`config.mk`:
```
export PLATFORM = sky130hd
export DESIGN_NAME = dma_ring_engine
export DESIGN_NICKNAME = d
export VERILOG_FILES = /design/src/rtl/dma_ring_pkg.sv /design/src/rtl/dma_ring_regs.sv /design/src/rtl/dma_ring_seq.sv /design/src/rtl/dma_ring_engine.sv
export SDC_FILE = /design/constraint.sdc
export NUM_CORES = 1
export LEC_CHECK = 0
export BUFFER_PORTS_ARGS = -buffer_cell sky130_fd_sc_hd__buf_2
export CORE_ASPECT_RATIO = 1.2
export CORE_MARGIN = 1.5
export CORE_UTILIZATION = 65
export CTS_CLUSTER_DIAMETER = 50
export DETAILED_ROUTE_END_ITERATION = 12
export PLACE_DENSITY = 0.84
export SLEW_MARGIN = 20
export SYNTH_ARGS = -nofsm -noshare
export SYNTH_HDL_FRONTEND = slang
export SYNTH_SLANG_ARGS = --single-unit
```
`constraint.sdc`:
```
create_clock -name clk_i -period 10.07 [get_ports clk_i]
set_clock_uncertainty 0.15 [all_clocks]
set_input_delay 0.5035 -clock clk_i [delete_from_list [all_inputs] [get_ports clk_i]]
set_output_delay 0.5035 -clock clk_i [all_outputs]
set_load 0.05 [all_outputs]
```
`src/rtl/dma_ring_pkg.sv`:
```
package dma_ring_pkg;
  typedef enum logic [2:0] {
    REG_CTRL   = 3'd0,
    REG_BASE   = 3'd1,
    REG_RPTR   = 3'd2,
    REG_WPTR   = 3'd3,
    REG_WBADDR = 3'd4,
    REG_STATUS = 3'd5,
    REG_TRAP   = 3'd6
  } reg_sel_e;

  localparam logic [3:0] OP_COPY  = 4'h3;
  localparam logic [3:0] OP_FENCE = 4'h6;
  localparam logic [3:0] OP_TRAP  = 4'h7;
  localparam logic [3:0] OP_FILL  = 4'hD;

  typedef enum logic [2:0] {
    S_IDLE, S_FETCH, S_DISPATCH, S_COPY_RD, S_COPY_WR, S_WRITE, S_WB
  } seq_state_e;

  function automatic logic [2:0] pkt_len(input logic [3:0] op);
    case (op)
      OP_COPY:          pkt_len = 3'd5;
      OP_FENCE, OP_FILL: pkt_len = 3'd4;
      default:          pkt_len = 3'd1;
    endcase
  endfunction

  function automatic logic [31:0] swap32(input logic [31:0] x);
    swap32 = {x[7:0], x[15:8], x[23:16], x[31:24]};
  endfunction
endpackage

```
`src/rtl/dma_ring_regs.sv`:
```
module dma_ring_regs
  import dma_ring_pkg::*;
#(
  parameter int DW = 32,
  parameter int BASE_SHIFT = 8
) (
  input  logic          clk_i,
  input  logic          rst_ni,
  input  logic          reg_we_i,
  input  logic          reg_re_i,
  input  logic [2:0]    reg_addr_i,
  input  logic [DW-1:0] reg_wdata_i,
  output logic [DW-1:0] reg_rdata_o,
  input  logic          rptr_adv_i,
  input  logic          trap_set_i,
  output logic [DW-1:0] base_o,
  output logic [DW-1:0] rptr_o,
  output logic [DW-1:0] wptr_o,
  output logic [DW-1:0] wb_addr_o,
  output logic          en_o,
  output logic          wb_en_o,
  output logic          kick_o,
  output logic          irq_o
);
  localparam int SZ_LSB = 1;
  localparam int SZ_MSB = 5;
  localparam int WB_BIT = 12;

  logic [DW-1:0] ctrl_q, base_q, rptr_q, wptr_q, wb_q;
  logic          trap_q, kick_q;
  logic [DW-1:0] mask;
  logic          sw_rptr;

  assign mask    = (DW'(4) << ctrl_q[SZ_MSB:SZ_LSB]) - DW'(1);
  assign sw_rptr = reg_we_i && reg_addr_i == REG_RPTR;

  always_ff @(posedge clk_i or negedge rst_ni) begin
    if (!rst_ni) begin
      ctrl_q <= '0; base_q <= '0; rptr_q <= '0; wptr_q <= '0; wb_q <= '0;
      trap_q <= 1'b0; kick_q <= 1'b0;
    end else begin
      kick_q <= reg_we_i && (reg_addr_i == REG_WPTR || reg_addr_i == REG_CTRL);
      if (reg_we_i) begin
        case (reg_addr_i)
          REG_CTRL:   ctrl_q <= reg_wdata_i;
          REG_BASE:   base_q <= reg_wdata_i << BASE_SHIFT;
          REG_WPTR:   wptr_q <= reg_wdata_i;
          REG_WBADDR: wb_q   <= reg_wdata_i;
          default: ;
        endcase
      end
      if (sw_rptr)         rptr_q <= reg_wdata_i;
      else if (rptr_adv_i) rptr_q <= (rptr_q + DW'(4)) & mask;
      if (trap_set_i) trap_q <= 1'b1;
      else if (reg_re_i && reg_addr_i == REG_TRAP) trap_q <= 1'b0;
    end
  end

  always_comb begin
    case (reg_addr_i)
      REG_CTRL:   reg_rdata_o = ctrl_q;
      REG_BASE:   reg_rdata_o = base_q >> BASE_SHIFT;
      REG_RPTR:   reg_rdata_o = rptr_q;
      REG_WPTR:   reg_rdata_o = wptr_q;
      REG_WBADDR: reg_rdata_o = wb_q;
      REG_STATUS: reg_rdata_o = DW'(1);
      REG_TRAP:   reg_rdata_o = DW'(trap_q);
      default:    reg_rdata_o = '0;
    endcase
  end

  assign base_o    = base_q;
  assign rptr_o    = rptr_q;
  assign wptr_o    = wptr_q;
  assign wb_addr_o = wb_q;
  assign en_o      = ctrl_q[0];
  assign wb_en_o   = ctrl_q[WB_BIT];
  assign kick_o    = kick_q;
  assign irq_o     = trap_q & ctrl_q[0];

  // an engine advance leaves the pointer inside the ring
  a_r8_rptr_in_ring: assert property (@(posedge clk_i) disable iff (!rst_ni)
    rptr_adv_i && !sw_rptr |=> (rptr_q & ~$past(mask)) == '0);
  // reading the flag clears it unless a trap lands in the same cycle
  a_r7_read_clears: assert property (@(posedge clk_i) disable iff (!rst_ni)
    reg_re_i && reg_addr_i == REG_TRAP && !trap_set_i |=> !irq_o);
endmodule

```
`src/rtl/dma_ring_seq.sv`:
```
module dma_ring_seq
  import dma_ring_pkg::*;
#(
  parameter int DW  = 32,
  parameter int CNT = 16
) (
  input  logic          clk_i,
  input  logic          rst_ni,
  input  logic          kick_i,
  input  logic          en_i,
  input  logic          wb_en_i,
  input  logic [DW-1:0] base_i,
  input  logic [DW-1:0] rptr_i,
  input  logic [DW-1:0] wptr_i,
  input  logic [DW-1:0] wb_addr_i,
  output logic          rptr_adv_o,
  output logic          trap_set_o,
  output logic          mem_req_o,
  output logic          mem_we_o,
  output logic [DW-1:0] mem_addr_o,
  output logic [DW-1:0] mem_wdata_o,
  input  logic          mem_ack_i,
  input  logic [DW-1:0] mem_rdata_i
);
  seq_state_e    st;
  logic          draining;
  logic [2:0]    idx, len;
  logic [3:0]    op_q;
  logic [CNT-1:0] hcnt_q, cnt, total_q;
  logic [DW-1:0] a1, a2, a3, addr_q, data_q;
  logic [DW-1:0] off;
  logic [3:0]    w_op;

  assign off  = DW'({cnt, 2'b00});
  assign w_op = mem_rdata_i[31:28];

  assign mem_req_o  = st inside {S_FETCH, S_COPY_RD, S_COPY_WR, S_WRITE, S_WB};
  assign mem_we_o   = st inside {S_COPY_WR, S_WRITE, S_WB};
  assign rptr_adv_o = st == S_FETCH && mem_ack_i;
  assign trap_set_o = rptr_adv_o && idx == 3'd0 && w_op == OP_TRAP;

  always_comb begin
    case (st)
      S_COPY_RD:          mem_addr_o = a2 + off;
      S_COPY_WR, S_WRITE: mem_addr_o = a1 + off;
      default:            mem_addr_o = addr_q;
    endcase
    mem_wdata_o = mem_we_o ? data_q : '0;
  end

  always_ff @(posedge clk_i or negedge rst_ni) begin
    if (!rst_ni) begin
      st <= S_IDLE; draining <= 1'b0; idx <= '0; len <= '0; op_q <= '0;
      hcnt_q <= '0; cnt <= '0; total_q <= '0;
      a1 <= '0; a2 <= '0; a3 <= '0; addr_q <= '0; data_q <= '0;
    end else begin
      case (st)
        S_IDLE: if (draining) begin
          if (!en_i) draining <= 1'b0;
          else if (rptr_i != wptr_i) begin
            addr_q <= base_i + rptr_i;
            st     <= S_FETCH;
          end else if (wb_en_i) begin
            addr_q <= wb_addr_i;
            data_q <= rptr_i;
            st     <= S_WB;
          end else draining <= 1'b0;
        end
        S_FETCH: if (mem_ack_i) begin
          st <= S_IDLE;
          if (idx == 3'd0) begin
            op_q   <= w_op;
            hcnt_q <= mem_rdata_i[CNT-1:0];
            len    <= pkt_len(w_op);
            if (pkt_len(w_op) != 3'd1) idx <= 3'd1;
          end else begin
            case (idx)
              3'd1: a1 <= mem_rdata_i;
              3'd2: a2 <= mem_rdata_i;
              3'd3: a3 <= mem_rdata_i;
              default: ;
            endcase
            if (idx + 3'd1 == len) begin
              idx <= '0;
              st  <= S_DISPATCH;
            end else idx <= idx + 3'd1;
          end
        end
        S_DISPATCH: begin
          cnt <= '0;
          st  <= S_IDLE;
          case (op_q)
            OP_COPY:  if (hcnt_q != '0) st <= S_COPY_RD;
            OP_FENCE: begin data_q <= a3; total_q <= CNT'(1); st <= S_WRITE; end
            OP_FILL:  if (hcnt_q != '0) begin
              data_q <= swap32(a2); total_q <= hcnt_q; st <= S_WRITE;
            end
            default: ;
          endcase
        end
        S_COPY_RD: if (mem_ack_i) begin data_q <= mem_rdata_i; st <= S_COPY_WR; end
        S_COPY_WR: if (mem_ack_i) begin
          if (cnt + CNT'(1) == hcnt_q) st <= S_IDLE;
          else begin cnt <= cnt + CNT'(1); st <= S_COPY_RD; end
        end
        S_WRITE: if (mem_ack_i) begin
          if (cnt + CNT'(1) == total_q) st <= S_IDLE;
          else cnt <= cnt + CNT'(1);
        end
        S_WB: if (mem_ack_i) begin
          st <= S_IDLE;
          if (rptr_i == wptr_i) draining <= 1'b0;
        end
        default: st <= S_IDLE;
      endcase
      if (kick_i && en_i) draining <= 1'b1;
    end
  end

  // a pending request holds its address and direction
  a_r12_req_hold: assert property (@(posedge clk_i) disable iff (!rst_ni)
    mem_req_o && !mem_ack_i |=> mem_req_o && $stable(mem_addr_o) && $stable(mem_we_o));
  // a fetch only starts from an enabled ring
  a_r9_fetch_enabled: assert property (@(posedge clk_i) disable iff (!rst_ni)
    st == S_FETCH && $past(st) == S_IDLE |-> $past(en_i));
  // the trap flag is only raised by a fetched header word
  a_r7_trap_source: assert property (@(posedge clk_i) disable iff (!rst_ni)
    trap_set_o |-> mem_req_o && !mem_we_o && mem_ack_i);
endmodule

```
`src/rtl/dma_ring_engine.sv`:
```
module dma_ring_engine #(
  parameter int DW = 32
) (
  input  logic          clk_i,
  input  logic          rst_ni,
  input  logic          reg_we_i,
  input  logic          reg_re_i,
  input  logic [2:0]    reg_addr_i,
  input  logic [DW-1:0] reg_wdata_i,
  output logic [DW-1:0] reg_rdata_o,
  output logic          mem_req_o,
  output logic          mem_we_o,
  output logic [DW-1:0] mem_addr_o,
  output logic [DW-1:0] mem_wdata_o,
  input  logic          mem_ack_i,
  input  logic [DW-1:0] mem_rdata_i,
  output logic          irq_o
);
  logic          rptr_adv, trap_set, en, wb_en, kick;
  logic [DW-1:0] base, rptr, wptr, wb_addr;

  dma_ring_regs #(.DW(DW)) u_regs (
    .clk_i, .rst_ni, .reg_we_i, .reg_re_i, .reg_addr_i, .reg_wdata_i, .reg_rdata_o,
    .rptr_adv_i(rptr_adv), .trap_set_i(trap_set),
    .base_o(base), .rptr_o(rptr), .wptr_o(wptr), .wb_addr_o(wb_addr),
    .en_o(en), .wb_en_o(wb_en), .kick_o(kick), .irq_o
  );

  dma_ring_seq #(.DW(DW)) u_seq (
    .clk_i, .rst_ni, .kick_i(kick), .en_i(en), .wb_en_i(wb_en),
    .base_i(base), .rptr_i(rptr), .wptr_i(wptr), .wb_addr_i(wb_addr),
    .rptr_adv_o(rptr_adv), .trap_set_o(trap_set),
    .mem_req_o, .mem_we_o, .mem_addr_o, .mem_wdata_o, .mem_ack_i, .mem_rdata_i
  );

  // interrupt never shows while the ring is disabled
  a_r7_irq_gated: assert property (@(posedge clk_i) disable iff (!rst_ni)
    irq_o |-> en);
endmodule

```
==> impl_metrics.yaml, run 1 <==
status:
  outcome: "completed"
power:
  clock_power_share: 0.214
  pwr-share-comb: 0.439
  peakVddDrop_uv: 234
  p_leak_nw: 11.5
  intPower_w: 0.00412
  p_sw_w: 0.00346
  p_per_area_mw_per_mm2: 301
  p_seq_frac: 0.347
  swShare: 0.457
setup_path:
  slowest_stage: "dfrtp_1"
  required_ns: 9.42
  r2r.worst_path.cells: 9
  r2r_end: "u_seq.cnt[3]$_DFFE_PN0P_"
  critPathMaxFanout: 43
  start_kind: "flip-flop"
  worstPathArrival_ns: 4.85
  crit_path_end_kind: "primary output"
  timing.rr.start: "u_seq.cnt[0]$_DFFE_PN0P_"
  worstSetupPathType: "reg2out"
  crit_chain: "nor2b_4 > buf_4 > nand2_1 > nand2_1 > ha_1 > a21o_1 > a21o_1 > a2111oi_2 > o31ai_1 > a41o_1 > a221o_1 > nand4_1 > xor2_1 > a21oi_1 > buf_2"
  cp_slowest_stage_delay_ns: 0.57
  regToRegSetupSlack_ns: 5.86
global_route:
  grt_usage: 0.407
  first_global_vias: 19600
  grt_antenna_before_repair: 3
  grt_pass1_wl_um: 113000
  grt_max_degree: 95
  grt-ovfl-total: 0
layout:
  fill_cells: 2496
  drive_gt1_frac: 0.226
  nNetsFinal: 2609
  area_delta_synth_final_pct: 10.8
placed_design:
  gp_congestion: 1.00
  hpwl_um: 52900
  portBuffers: 170
  place_ws_ns: 5.19
routing:
  wl_per_cell_um: 24.8
  wl_met3_um: 6110
  dr.max_layer_used: "met5"
  drt-initial-drc-count: 2473
  vias: 20000
  wl_um: 73900
  avgViaCountPerCell: 6.72
  antenna_left: 0
  drt_drc_violations_left: 0
  met2WireLength_um: 35400
  wl_met1_um: 26400
  firstDrtPassIters: 6
worst_hold_path:
  hold_path_end: "u_regs.rptr_o[0]$_DFFE_PN0P_"
  holdPathStages: 3
  holdCritStartpoint: "reg_wdata_i[0]"
  min_path_type: "in2reg"
timing:
  period_needed_ns: 5.51
  drv_slew: 0
  rsz0062_at_grt: "false"
  setup_violations: 0
  fmax_mhz: 182
  hold_violations: 0
  period_share: 0.547
  relSlewSlack: 0.229
  tightestPinTransition_ns: 1.15
  setup_slack_ns: 4.56
  tns_ns: 0
logic_synthesis:
  yosys_warnings: 0
  synth_ff_type: "dfrtp_1"
  synth_area_leaders: "dfrtp_1 (41%), mux2_2 (12%), nand2_1 (5.7%)"
  synth_edf_count: 0
  ys_seq_area_frac: 0.413
  synth.top_cell.area_share: 0.413
  syn_area_per_cell_um2: 9.43
  yosysTopAreaCell: "dfrtp_1"
  yosys-top-cells-count: "dfrtp_1 (375), nand2_1 (346), mux2_2 (238), a21oi_1 (218), nor2_1 (174)"
  syn_area_mm2: 0.0227
  synth_most_common_cell: "dfrtp_1"
  ys_types: 82
  syn_nets: 2532
  syn-instance-count: 2407
  ys_ff_latch: 375
  async_reset_ff_frac: 1.00
clocking:
  clk_latency_ns: 0.56
  clock_path_buffers: 3
  ctsHtreeMaxLevel: 2
  cts_tree: "built"
  clkSinkCount: 375
  path_clk_slew_ns: 0.06
  cts-root-buf: "clkbuf_16"
  cts-resized-gates: 0
  cts_buffers: 44
flow_run:
  max-cap-violations: 0
floorplan:
  rows: 74
  die_height_um: 208
  coreArea_mm2: 0.0343
  dieWidth_um: 174
  die-area_mm2: 0.0361
  ioPinCount: 171
  start_util: 0.663
## worst max-delay path: cells and delay by family (launching register included)
kind,cells,cell delay (ns)
AOI/OAI and AO/OA,7,2.02
DFF,1,0.57
and+or+nand+nor,4,0.59
buffers and inverters,2,0.76
xor gates and xnor gates,1,0.08
adders and majority gates,1,0.24
## through the flow
stage	cells	util	total power, W	hold WS, ns	cell area, um^2
global route	2974	0.734	0.00791	0.0779	25200
global placement	2893	0.691	0.00575	0.301	23700
finish	2974	0.734	0.00758	0.0700	25200
detailed placement	2893	0.691	0.00586	0.306	23700
floorplan	2407	-	0.00483	0.0579	22700
CTS	2973	0.734	0.00749	0.0533	25200
## metal layers
layer | GRT usage | up-vias
met1 | 0.493 | 9770
li1 | - | 8702
met3 | 0.0505 | 317
met4 | 0.289 | 2
met2 | 0.678 | 1190
met5 | 0 | -
## sequential cells by signal (all words and copies together) (netlist names), 32 cells and up
name,cells
u_seq.a3,32
u_seq.data_q,32
u_regs.rptr_o,32
u_seq.a1,32
u_seq.a2,32
u_seq.addr_q,32
u_regs.wptr_o,32
u_regs.ctrl_q,32
u_regs.wb_addr_o,32
## timing repair
item / in CTS / in global routing
hold buffers: 1 / 0
hold endpoints to repair: 92 / 0
buffers inserted: 0 / 0
## cell type report
class,instances,area [um^2],area share
flip-flops and latches,375,9390,0.373
inverters,52,195,0.00776
multi-input cells,1810,12400,0.494
well taps,456,571,0.0227
repair buffers,201,1100,0.0437
clock buffers,56,1210,0.0480
clock inverters,23,259,0.0103
diodes,1,2.50,0.0000995
## worst max-delay path by stage
stage / cells past startpoint / slack [ns] / end / start
floorplan: 19 / 4.48 / mem_addr_o[19] / u_seq.st[2]$_DFFE_PN0P_
global placement: 15 / 5.32 / mem_addr_o[19] / u_seq.st[1]$_DFFE_PN0P_
detailed placement: 15 / 5.19 / mem_addr_o[29] / u_seq.st[1]$_DFFE_PN0P_
CTS: 15 / 4.59 / mem_addr_o[29] / u_seq.st[1]$_DFFE_PN0P_
global route: 15 / 4.32 / mem_addr_o[21] / u_seq.st[1]$_DFFE_PN0P_
finish: 15 / 4.56 / mem_addr_o[29] / u_seq.st[1]$_DFFE_PN0P_
## logic make-up after synthesis
kind of cell / Yosys count / synth area share
multiplexers: 312 / 0.163
AO/OA/AOI/OAI: 540 / 0.141
adder cells (fa/ha/maj): 53 / 0.0299
XOR/XNOR: 120 / 0.0487
buffers and inverters: 222 / 0.0407
flip-flops: 375 / 0.413
AND/OR/NAND/NOR: 785 / 0.163
## power groups by stage
| stage | registers, W | clock network, W | logic, W |
|---|---|---|---|
| after global placement | 0.00258 | 0 | 0.00317 |
| final | 0.00263 | 0.00162 | 0.00332 |
| after floorplan | 0.00229 | 0 | 0.00255 |
| after detailed placement | 0.00261 | 0 | 0.00325 |
| after global routing | 0.00267 | 0.00169 | 0.00355 |
| after CTS | 0.00259 | 0.00163 | 0.00327 |
## cell usage in the layout, fill, tap and decap left out, types with 16 or more instances in the layout
master       n
a21oi_1    217
a21o_1      19
mux2_2     238
nor3_1      32
o21ai_0    170
buf_2      169
nand4_1     34
ha_1        51
buf_4       29
nand3_1     37
mux4_2      23
a31oi_1     24
nand2_1    344
clkbuf_16   45
nor2_1     174
xor2_1      33
and3_1      59
inv_1       52
mux2i_1     51
dfrtp_1    374
nand2b_1    16
xnor2_1     83
(Power assumes the default switching activity.)
==> run 2: changes to the inputs <==
CORE_UTILIZATION = 55   (was 65)
PLACE_DENSITY = 0.76   (was 0.84)
clock period = 4.57 ns   (was 10.07 ns; I/O delays follow)
==> run 2 against run 1 <==
The flow now finishes with violations (negative hold slack). Hold slack worse by 0.074 ns. Cell count grew 6.0%. Sequential share of layout area is 1.8 points lower. Register-to-register slack lost 5.1 ns. Die area grew 18%. Sequential power increased by 110%. Design area grew 5.0%. Combinational power grew 130%. Critical endpoint is now mem_addr_o[21]. Largest cell class unchanged. Largest power group unchanged.
==> impl_metrics.yaml, run 2 (synthesis results as in run 1) <==
global_route:
  use_met2: 0.616
  grt_pass1_wl_um: 117000
  grt_antenna_before_repair: 1
  grt-ovfl-total: 0
  grt_usage: 0.362
  grt_use_met3: 0.0427
  first_global_vias: 20000
  grt_max_degree: 130
  top_usage_layer: "met2"
  use_met1: 0.435
routing:
  antenna_left: 0
  wl_per_cell_um: 24.4
  avgViaCountPerCell: 6.37
  drt-initial-drc-count: 1660
  wl_um: 76900
  drt_drc_violations_left: 0
  vias: 20100
  firstDrtPassIters: 7
layout:
  drive_gt1_frac: 0.237
  fill_cells: 3417
  stdcell_count: 3151
  nNetsFinal: 2703
  num_antenna_cells: 0
  area_delta_synth_final_pct: 16.4
  layout_common_cells: "dfrtp_1 (374), nand2_1 (343), mux2_2 (238)"
  layout_commonest_cell: "dfrtp_1"
  post-route-util: 0.649
setup_path:
  crit_path_end_kind: "primary output"
  required_ns: 4.19
  start_kind: "flip-flop"
  worstSetupPathType: "reg2out"
  slowest_stage: "a221o_2"
  crit_chain: "buf_6 > nor2b_4 > buf_6 > nand2_1 > nand2_1 > ha_1 > a21o_1 > a21oi_1 > o31ai_4 > a41o_4 > a221o_2 > nand4_1 > xor2_2 > o221ai_4 > buf_4"
  cp_slowest_stage_delay_ns: 0.42
  critPathMaxFanout: 31
  worstPathArrival_ns: 4.01
  regToRegSetupSlack_ns: 0.75
worst_hold_path:
  min_path_type: "in2async"
timing:
  setup_slack_ns: 0.178
  tns_ns: 0
  period_share: 0.961
  whs_ns: -0.00383
  fmax_mhz: 228
  period_needed_ns: 4.39
  setup_violations: 0
  drv_slew: 0
  hold_violations: 4
  relSlewSlack: 0.351
  tightestPinTransition_ns: 0.971
clocking:
  cts_tree: "built"
  clock_path_buffers: 3
  cts-root-buf: "clkbuf_16"
  cts_buffers: 45
  clk_latency_ns: 0.60
  path_clk_slew_ns: 0.06
  ctsHtreeMaxLevel: 2
  clkSinkCount: 375
  post-cts-setup-buffers: 0
floorplan:
  start_util: 0.557
  die_height_um: 226
  coreArea_mm2: 0.0407
  ioPinCount: 171
  dieWidth_um: 188
  die-area_mm2: 0.0425
  rows: 81
power:
  peakVddDrop_uv: 403
  p_per_area_mw_per_mm2: 651
  p_leak_nw: 12.0
placed_design:
  portBuffers: 170
  place_ws_ns: 0.461
  dp_cells: 3001
  hpwl_um: 55500
  gp_congestion: 1.02
status:
  outcome: "finished with violations"
  violations: "negative hold slack"
flow_run:
  max-cap-violations: 0
## run 2: cell count changes in the layout (fill, tap and decap cells not counted), sizes merged
| cell | change |
|---|---|
| a221o | +1 |
| buf | +24 |
| diode | -1 |
| clkbuf | +1 |
| bufinv | +2 |
| dlygate4sd3 | +66 |
| inv | +1 |
## run 2: metrics by stage
step | hold slack [ns] | power (W) | area [um^2]
6_report | -0.00383 | 0.0172 | 26400
5_1_grt | 0.0308 | 0.0180 | 26400
4_1_cts | 0.218 | 0.0171 | 26300
3_5_place_dp | 0.295 | 0.0132 | 24100
3_3_place_gp | 0.282 | 0.0130 | 24100
2_1_floorplan | -0.217 | 0.0107 | 22700
## run 2: power breakdown
group | internal, W | switching [W] | total, W
Sequential | 0.00440 | 0.00123 | 0.00563
Combinational | 0.00277 | 0.00499 | 0.00777
Clock | 0.00225 | 0.00155 | 0.00380
## run 2: path summary, 6_finish.rpt
| path | from | depth (start not counted) | to |
|---|---|---|---|
| hold / removal | rst_ni | 2 | u_seq.hcnt_q[6]$_DFFE_PN0P_ |
| hold reg to reg | u_regs.kick_o$_DFF_PN0_ | 2 | u_seq.draining$_DFFE_PN0P_ |
| min in group clk_i | reg_we_i | 5 | u_regs.ctrl_q[3]$_DFFE_PN0P_ |
| setup reg to reg | u_seq.cnt[0]$_DFFE_PN0P_ | 9 | u_seq.cnt[8]$_DFFE_PN0P_ |
| setup / recovery | u_seq.st[1]$_DFFE_PN0P_ | 15 | mem_addr_o[21] |
| max in group asynchronous | rst_ni | 4 | u_seq.cnt[8]$_DFFE_PN0P_ |
## run 2: layout make-up
| cell class | instances | area (um^2) | area share |
|---|---|---|---|
| inverters | 52 | 195 | 0.00739 |
| well taps | 539 | 674 | 0.0255 |
| clock inverters | 26 | 325 | 0.0123 |
| flip-flops and latches | 375 | 9390 | 0.355 |
| multi-input cells | 1811 | 12600 | 0.476 |
| repair buffers | 293 | 2020 | 0.0766 |
| clock buffers | 55 | 1250 | 0.0472 |
## run 2: per-layer routing
| metal | vias up | part of all wire |
|---|---|---|
| met5 | - | 0 |
| met4 | 0 | 0.071 |
| met3 | 250 | 0.064 |
| met2 | 938 | 0.49 |
| met1 | 9981 | 0.38 |
| li1 | 8897 | - |
## run 2: what timing repair did
| action | CTS | global route |
|---|---|---|
| endpoints found under the setup margin | 8 | 11 |
| hold endpoints to repair | 405 | 0 |
| pin swaps | 0 | 3 |
| hold buffers | 67 | 0 |
| cloned | 0 | 1 |
| gates resized for setup | 9 | 10 |
## run 2: critical path: cells and delay by family (launching register included)
family | cells | cell delay [ns]
buf+inv | 3 | 0.68
fa+ha+maj | 1 | 0.26
simple gates | 4 | 0.48
compound gates | 6 | 1.40
xor+xnor | 1 | 0.20
flops | 1 | 0.38
==> run 3: changes to the inputs <==
BUFFER_PORTS_ARGS = -buffer_cell sky130_fd_sc_hd__clkbuf_2   (was -buffer_cell sky130_fd_sc_hd__buf_2)
==> run 3 against run 2 <==
The flow now finishes without violations. Highest routed layer is now met5. Clock power is 7.6% higher. Design area is 1.5% higher. Non-clock buffer count is 4 lower. Die area stayed put. Worst setup slack worse by 0.013 ns. Largest power group unchanged.
==> impl_metrics.yaml, run 3 (synthesis results as in run 1) <==
layout:
  layout_common_cells: "dfrtp_1 (374), nand2_1 (344), mux2_2 (238)"
  nNetsFinal: 2704
  drive_gt1_frac: 0.237
  layout_commonest_cell: "dfrtp_1"
  area_delta_synth_final_pct: 18.1
  num_antenna_cells: 0
  post-route-util: 0.658
  fin_area_mm2: 0.0268
floorplan:
  dieWidth_um: 188
  ioPinCount: 171
  rows: 81
  start_util: 0.557
  die-area_mm2: 0.0425
  die_height_um: 226
  coreArea_mm2: 0.0407
setup_path:
  cp_slowest_stage_delay_ns: 0.48
  critPathTopFamily: "compound AO/OA/AOI/OAI gates"
  worstPathArrival_ns: 4.03
  worstSetupPathType: "reg2out"
  timing.rr.start: "u_seq.cnt[0]$_DFFE_PN0P_"
  start_kind: "flip-flop"
  required_ns: 4.19
  critPathMaxFanout: 5
  crit_chain: "nor2b_4 > nand2_1 > nand2_1 > ha_1 > a21o_1 > a21o_1 > a2111oi_4 > o31ai_4 > a41o_4 > a221o_2 > nand4_1 > xor2_1 > o221ai_4 > buf_4"
  r2r.worst_path.cells: 9
  r2r_end: "u_seq.cnt[4]$_DFFE_PN0P_"
  slowest_stage: "a2111oi_4"
  regToRegSetupSlack_ns: 0.73
  crit_path_end_kind: "primary output"
  timing.critical_path.buf_inv: 1
global_route:
  grt_antenna_before_repair: 1
  grt_max_degree: 110
  first_global_vias: 20100
  grt-ovfl-total: 0
  grt_pass1_wl_um: 117000
  grt_usage: 0.362
timing:
  relSlewSlack: 0.251
  drv_slew: 0
  fmax_mhz: 227
  setup_slack_ns: 0.166
  period_needed_ns: 4.40
  rsz0062_at_grt: "false"
  whs_ns: 0.0405
  tightestPinTransition_ns: 1.12
  tns_ns: 0
  hold_violations: 0
  setup_violations: 0
  period_share: 0.964
clocking:
  cts_tree: "built"
  clk_latency_ns: 0.60
  clkSinkCount: 375
  clock_path_buffers: 3
  cts-root-buf: "clkbuf_16"
  path_clk_slew_ns: 0.06
  ctsHtreeMaxLevel: 2
  cts_buffers: 50
worst_hold_path:
  min_path_type: "in2reg"
  hold_path_end: "u_seq.cnt[13]$_DFFE_PN0P_"
  holdCritStartpoint: "mem_ack_i"
  holdPathStages: 3
placed_design:
  post_dp_cell_area_mm2: 0.0243
  place_ws_ns: 0.420
  hpwl_um: 55100
  portBuffers: 170
  gp_congestion: 1.00
routing:
  vias: 20100
  drt-initial-drc-count: 1853
  wl_um: 76300
  drt_drc_violations_left: 0
  avgViaCountPerCell: 6.36
  antenna_left: 0
  wl_per_cell_um: 24.2
  firstDrtPassIters: 6
power:
  clock_power_share: 0.229
  swShare: 0.442
  peakVddDrop_uv: 384
  p_per_area_mw_per_mm2: 667
  intPower_w: 0.00999
  p_seq_frac: 0.317
  pwr-share-comb: 0.454
  p_leak_nw: 12.1
  p_sw_w: 0.00791
flow_run:
  max-cap-violations: 0
status:
  outcome: "completed"
## run 3: worst max path at each step
stage | startpoint | endpoint | slack, ns | cells past startpoint
2_1_floorplan | u_seq.st[2]$_DFFE_PN0P_ | mem_addr_o[31] | 0.006 | 19
3_3_place_gp | u_seq.st[1]$_DFFE_PN0P_ | mem_addr_o[21] | 0.53 | 14
3_5_place_dp | u_seq.st[1]$_DFFE_PN0P_ | mem_addr_o[21] | 0.42 | 14
4_1_cts | u_seq.st[1]$_DFFE_PN0P_ | mem_addr_o[19] | 0.01 | 14
5_1_grt | u_seq.st[2]$_DFFE_PN0P_ | mem_addr_o[21] | 0.00004 | 14
6_report | u_seq.st[2]$_DFFE_PN0P_ | mem_addr_o[21] | 0.17 | 14
## run 3: layer usage
layer  part of all wire  global-route usage  up-vias
met4              0.069               0.225        2
met1               0.37               0.438     9915
li1                   -                   -     8916
met2               0.49               0.604      980
met5           0.000092                   0        -
met3              0.074              0.0615      260
## run 3: what timing repair did
action                                 CTS  global route
gates resized for setup                  9             9
setup buffers                            0             1
hold buffers                            67             0
setup endpoints to repair                8             9
endpoints found under the hold margin  370             0
cloned                                   1             0
pin swaps                                2             4
## run 3: layout make-up
class / count / area (um^2)
multi-input combinational: 1811 / 12600
clock buffer: 64 / 1420
clock inverter: 28 / 313
inverter: 52 / 195
fill: 3195 / 13900
timing repair buffer: 289 / 2260
tap: 539 / 674
sequential: 375 / 9390
## run 3: power by group through the flow
stage	Clock [W]	Sequential, W	Combinational, W
after floorplan	0	0.00504	0.00566
after global placement	0	0.00559	0.00778
after detailed placement	0	0.00566	0.00792
after CTS	0.00412	0.00561	0.00802
after global routing	0.00425	0.00577	0.00869
final	0.00409	0.00567	0.00813
## run 3: worst min-delay path: cells and delay by family
family          cells  cell delay (ns)
compound gates      1             0.06
buf+inv             1             0.29
simple gates        1             0.15
## run 3: per-stage QoR
| step | power [W] | cells |
|---|---|---|
| after floorplan | 0.0107 | 2407 |
| after global placement | 0.0134 | 2997 |
| after detailed placement | 0.0136 | 2997 |
| after CTS | 0.0177 | 3157 |
| after global routing | 0.0187 | 3158 |
| final | 0.0179 | 3158 |
